$ cat src/rtl/intvec_pkg.sv
package intvec_pkg;
  typedef enum logic [1:0] {PM_RUN = 2'd0, PM_STOP = 2'd1, PM_WAIT = 2'd2} pm_state_t;

  // source indices, ordered from most to least urgent
  localparam int SRC_SWI  = 0;
  localparam int SRC_DISP = 1;
  localparam int SRC_IRQ  = 2;
  localparam int SRC_TMR  = 3;
  localparam int SRC_BUS  = 4;
  localparam int SRC_PAC  = 5;
  localparam int SRC_MFT  = 6;
  localparam int NUM_SRC  = 7;
endpackage

$ cat src/rtl/flag_merge.sv
module flag_merge #(
  parameter int W = 2
) (
  input  logic [W-1:0] flags,
  input  logic [W-1:0] en,
  output logic         req
);
  assign req = |(flags & en);
endmodule

$ cat src/rtl/prio_pick.sv
module prio_pick #(
  parameter int              N      = 7,
  parameter int              ADDR_W = 16,
  parameter logic [ADDR_W-1:0] BASE = 16'hFFFC
) (
  input  logic [N-1:0]      req,
  output logic              any,
  output logic [ADDR_W-1:0] vec
);
  localparam int IDX_W = (N > 1) ? $clog2(N) : 1;

  logic [IDX_W-1:0]  idx;
  logic [ADDR_W-1:0] offs;

  always_comb begin
    any = 1'b0;
    idx = '0;
    for (int i = N - 1; i >= 0; i--) begin
      if (req[i]) begin
        any = 1'b1;
        idx = IDX_W'(i);
      end
    end
  end

  assign offs = ADDR_W'(idx) << 1;
  assign vec  = BASE - offs;
endmodule

$ cat src/rtl/power_fsm.sv
module power_fsm
  import intvec_pkg::*;
(
  input  logic clk,
  input  logic rst,
  input  logic stop_req,
  input  logic wait_req,
  input  logic wake_stop,
  input  logic wake_wait,
  output logic run,
  output logic osc_en,
  output logic cpu_en,
  output logic per_en
);
  pm_state_t state, state_nx;

  always_comb begin
    state_nx = state;
    case (state)
      PM_RUN: begin
        if (stop_req)      state_nx = PM_STOP;
        else if (wait_req) state_nx = PM_WAIT;
      end
      PM_STOP: if (wake_stop) state_nx = PM_RUN;
      PM_WAIT: if (wake_wait) state_nx = PM_RUN;
      default: state_nx = PM_RUN;
    endcase
  end

  always_ff @(posedge clk) begin
    if (rst) begin
      state  <= PM_RUN;
      osc_en <= 1'b1;
      cpu_en <= 1'b1;
      per_en <= 1'b1;
    end else begin
      state  <= state_nx;
      osc_en <= (state_nx != PM_STOP);
      cpu_en <= (state_nx == PM_RUN);
      per_en <= (state_nx != PM_STOP);
    end
  end

  assign run = (state == PM_RUN);
endmodule

$ cat src/rtl/intvec_sleep_ctrl.sv
module intvec_sleep_ctrl
  import intvec_pkg::*;
#(
  parameter int                ADDR_W    = 16,
  parameter logic [ADDR_W-1:0] RESET_VEC = 16'hFFFE,
  parameter int                DISP_W    = 5,
  parameter int                TMR_W     = 3,
  parameter int                BUS_W     = 3,
  parameter int                MFT_W     = 2
) (
  input  logic              clk,
  input  logic              rst,
  input  logic              irq_pin,
  input  logic              swi_strobe,
  input  logic              stop_strobe,
  input  logic              wait_strobe,
  input  logic              int_mask,
  input  logic [DISP_W-1:0] disp_flags,
  input  logic [DISP_W-1:0] disp_en,
  input  logic              cap_flag,
  input  logic              cap_en,
  input  logic [TMR_W-1:0]  tmr_flags,
  input  logic [TMR_W-1:0]  tmr_en,
  input  logic [BUS_W-1:0]  bus_flags,
  input  logic [BUS_W-1:0]  bus_en,
  input  logic              pac_flag,
  input  logic              pac_en,
  input  logic [MFT_W-1:0]  mft_flags,
  input  logic [MFT_W-1:0]  mft_en,
  output logic [ADDR_W-1:0] vec_addr,
  output logic              take,
  output logic              set_mask,
  output logic              osc_en,
  output logic              cpu_clk_en,
  output logic              per_clk_en
);
  localparam logic [ADDR_W-1:0] FIRST_VEC = RESET_VEC - ADDR_W'(2);
  localparam int                NMASK     = NUM_SRC - 1;

  logic [NUM_SRC-1:0] raw_req;
  logic [NUM_SRC-1:0] elig;
  logic               pick_any;
  logic [ADDR_W-1:0]  pick_vec;
  logic               run;
  logic               take_now;

  assign raw_req[SRC_SWI] = swi_strobe;

  flag_merge #(.W(DISP_W)) u_disp (.flags(disp_flags), .en(disp_en), .req(raw_req[SRC_DISP]));
  flag_merge #(.W(2))      u_irq  (.flags({cap_flag, irq_pin}), .en({cap_en, 1'b1}),
                                   .req(raw_req[SRC_IRQ]));
  flag_merge #(.W(TMR_W))  u_tmr  (.flags(tmr_flags), .en(tmr_en), .req(raw_req[SRC_TMR]));
  flag_merge #(.W(BUS_W))  u_bus  (.flags(bus_flags), .en(bus_en), .req(raw_req[SRC_BUS]));
  flag_merge #(.W(1))      u_pac  (.flags(pac_flag), .en(pac_en), .req(raw_req[SRC_PAC]));
  flag_merge #(.W(MFT_W))  u_mft  (.flags(mft_flags), .en(mft_en), .req(raw_req[SRC_MFT]));

  // the software strobe bypasses the mask; every other source obeys it
  assign elig = {raw_req[NUM_SRC-1:1] & {NMASK{~int_mask}}, raw_req[SRC_SWI]};

  prio_pick #(.N(NUM_SRC), .ADDR_W(ADDR_W), .BASE(FIRST_VEC)) u_pick (
    .req (elig),
    .any (pick_any),
    .vec (pick_vec)
  );

  assign take_now = run & pick_any;

  power_fsm u_pm (
    .clk       (clk),
    .rst       (rst),
    .stop_req  (stop_strobe & ~pick_any),
    .wait_req  (wait_strobe & ~pick_any),
    .wake_stop (irq_pin),
    .wake_wait (irq_pin | (|elig[NUM_SRC-1:1])),
    .run       (run),
    .osc_en    (osc_en),
    .cpu_en    (cpu_clk_en),
    .per_en    (per_clk_en)
  );

  always_ff @(posedge clk) begin
    if (rst) begin
      vec_addr <= RESET_VEC;
      take     <= 1'b0;
      set_mask <= 1'b1;
    end else begin
      take     <= take_now;
      set_mask <= take_now;
      if (take_now) vec_addr <= pick_vec;
    end
  end
endmodule

$ cat config.mk
export PLATFORM = sky130hd
export DESIGN_NAME = intvec_sleep_ctrl
export DESIGN_NICKNAME = d
export VERILOG_FILES = /design/src/rtl/intvec_pkg.sv /design/src/rtl/flag_merge.sv /design/src/rtl/prio_pick.sv /design/src/rtl/power_fsm.sv /design/src/rtl/intvec_sleep_ctrl.sv
export SDC_FILE = /design/constraint.sdc
export NUM_CORES = 1
export LEC_CHECK = 0
export ABC_AREA = 1
export ABC_CLOCK_PERIOD_IN_PS = 2500
export CORE_MARGIN = 8
export CORE_UTILIZATION = 28
export DETAILED_ROUTE_END_ITERATION = 12
export PLACE_DENSITY_LB_ADDON = 0.2
export SYNTH_ARGS = -nofsm -noshare
export SYNTH_HDL_FRONTEND = slang
export SYNTH_SLANG_ARGS = --single-unit
export TNS_END_PERCENT = 50
$ cat constraint.sdc
create_clock -name clk -period 2.5 [get_ports clk]
set_input_delay 0.5 -clock clk [delete_from_list [all_inputs] [get_ports clk]]
set_output_delay 0.5 -clock clk [all_outputs]
set_load 0.01 [all_outputs]
==> results.ini <==
[status]
status = completed

[synthesis]
netlist_area_sq_um = 752
yosys.area.top_type = dfxtp_1
synth.yosys.warnings = 0
synth_top_area_share_pct = 26.6
syn_inst = 111
syn_avg_cell_area_sq_um = 6.77
yosysSeqAreaShare_pct = 26.6
synth_cell_types = 23
ys_top_cells_by_area = dfxtp_1 27%, nand2_1 15%, buf_4 13%
synth_seq_cells = 10

[timing]
min_period_ns = 1.88
final.setup.worst_slack_ns = 0.620
fin_skew_ns = 0.00271
min_period_over_period_pct = 75.2
fin_setup_tns_ns = 0
finalHoldViolCount = 0
fin_hold_ws_ns = 0.433
rsz0062_at_grt = false
finalMaxSlewViolations = 0
max_freq_ghz = 0.532
setup_viol = 0

[worst_setup_path]
worstPathCellList = clkdlybuf4s50_1 -> inv_2 -> nand2_1 -> o21ai_1 -> a211oi_1 -> ha_1 -> o21bai_1 -> nand2_1 -> nand2_1 -> nand3_1
cpPeakStageDelay_ns = 0.52
cpMaxStageDelayCell = clkdlybuf4s50_1
arrival_ns = 2.03
worstPathMaxFanout = 3
cp_common_cell = nand2_1
cp.required_ns = 2.65
worstSetupPathType = in -> reg
start_kind = input pin
endpoint_kind = flop

[floorplan]
pin_count = 58
core_sq_mm = 0.00252
die_width_um = 67.8
die_h_um = 67.8
fp-row-count = 18
dieArea_sq_mm = 0.00460
start_util_pct = 29.8

[routing]
drc_errors = 0
drt-vias-per-instance = 4.20
wirelength_um = 2060
routedWlPerCell_um = 11.1
vias = 781
postRouteAntennaNets = 0
drtIter0Drc = 6
dr.pass1.iters = 4

[clocking]
cts_tree = done
post_cts_resize_count = 0
clockBufferDepth = 2
htreeDepth = 1
insertion_delay_ns = 0.26
cts_hold_buf = 0
cts_setup_buffers = 0
cts-root-buf = clkbuf_4
clkSinkCount = 10
cts_made_buffers = 3
clkTransAtPathRegs_ns = 0.06

[placement]
portBuffers = 45
pre_cts_slack_ns = 0.332
place_congestion = 0.760
placed_area_sq_mm = 0.00118
dp_hpwl_um = 1890

[finish]
nNetsFinal = 196
final_common_cell = clkdlybuf4s50_1
final_area_sq_mm = 0.00120
layout_common_cells = 45 x clkdlybuf4s50_1, 31 x nand2_1, 12 x conb_1
syn_to_final_growth_pct = 59.9
fin_util_pct = 47.7
n_antenna_cell = 0
drive_above_1_share_pct = 14.7

[pwr]
p_sw_uw = 126
p_per_area_mw_per_mm2 = 366
comb_power_share_pct = 36.5
ir_worst_vdd_mv = 0.262
power_frac_clock_pct = 24.2
power_frac_seq_pct = 39.3
p_leak_nw = 0.561
p_sw_share_pct = 28.7
intPower_uw = 314

[grt]
globalRouteTotalUtil_pct = 9.50
grt_pass1_wl_um = 3390
antenna_found_initial = 0
grt_pass1_vias = 818
grt_start_max_net_pins = 8
overflow = 0

[job]
maxCapViolCount = 0

[hold_path]
hp-class = reg -> reg

## power groups by stage
stage	registers, mW	logic [mW]	clock network (mW)
6_report	0.173	0.160	0.106
5_1_grt	0.174	0.179	0.121
4_1_cts	0.173	0.162	0.112
3_5_place_dp	0.177	0.161	0
3_3_place_gp	0.176	0.160	0
2_1_floorplan	0.181	0.0840	0
## Yosys cell counts (all sizes together)
| library cell | n |
|---|---|
| ha | 1 |
| or2 | 1 |
| o21bai | 1 |
| inv | 13 |
| nor2 | 10 |
| conb | 2 |
| nand4 | 4 |
| buf | 13 |
| nand3 | 10 |
| a21oi | 2 |
| nand2 | 37 |
| o21ai | 3 |
| dfxtp | 10 |
| nand3b | 1 |
| a211oi | 1 |
| o31ai | 1 |
| nor3b | 1 |
## kinds of logic after synthesis
group	count (synthesis)	share of synthesized area, %
adders and majority gates	1	1.66
and+or+nand+nor	64	44.9
buffers and inverters	26	19.5
AOI/OAI and AO/OA	8	6.32
other	2	0.999
DFF	10	26.6
## metal layers
metal	up-vias	GRT usage [%]	routed length, um	share of wire, %
met2	24	18.7	1150	56
li1	419	-	-	-
met1	338	8.65	763	37
met5	-	0	0	0
met4	0	2.30	0	0
met3	0	4.25	142	6.9
## worst paths after layout
path            startpoint  depth (start not counted)          end  slack, ns
max                irq_pin                         10  vec_addr[3]       0.62
min            vec_addr[4]                          1  vec_addr[4]       0.43
max reg2reg  u_pm.state[0]                          5  u_pm.cpu_en       1.41
min reg2reg    vec_addr[4]                          1  vec_addr[4]       0.43
## registers in the layout (all words and copies together), names as in the netlist
signal / count
vec_addr: 4
u_pm.osc_en: 1
set_mask: 1
take: 1
u_pm.cpu_en: 1
u_pm.state: 2
## stage by stage
step	total power [mW]	std cells
floorplan	0.265	121
detailed placement	0.338	183
global route	0.474	186
CTS	0.447	186
finish	0.440	186
global placement	0.336	183
## final cells by class
| cell class | instances | area (sq um) |
|---|---|---|
| clock buffers | 3 | 22.5 |
| inverters | 13 | 48.8 |
| flip-flops and latches | 10 | 200 |
| fillers | 266 | 1320 |
| multi-input cells | 85 | 443 |
| well taps | 30 | 37.5 |
| repair buffers | 45 | 450 |
## worst max-delay path, delay by kind of cell
family | cells | cell delay, ns
compound gates | 3 | 0.49
fa+ha+maj | 1 | 0.21
buf+inv | 2 | 0.56
simple gates | 4 | 0.28
Power figures use the tool's default switching activity.
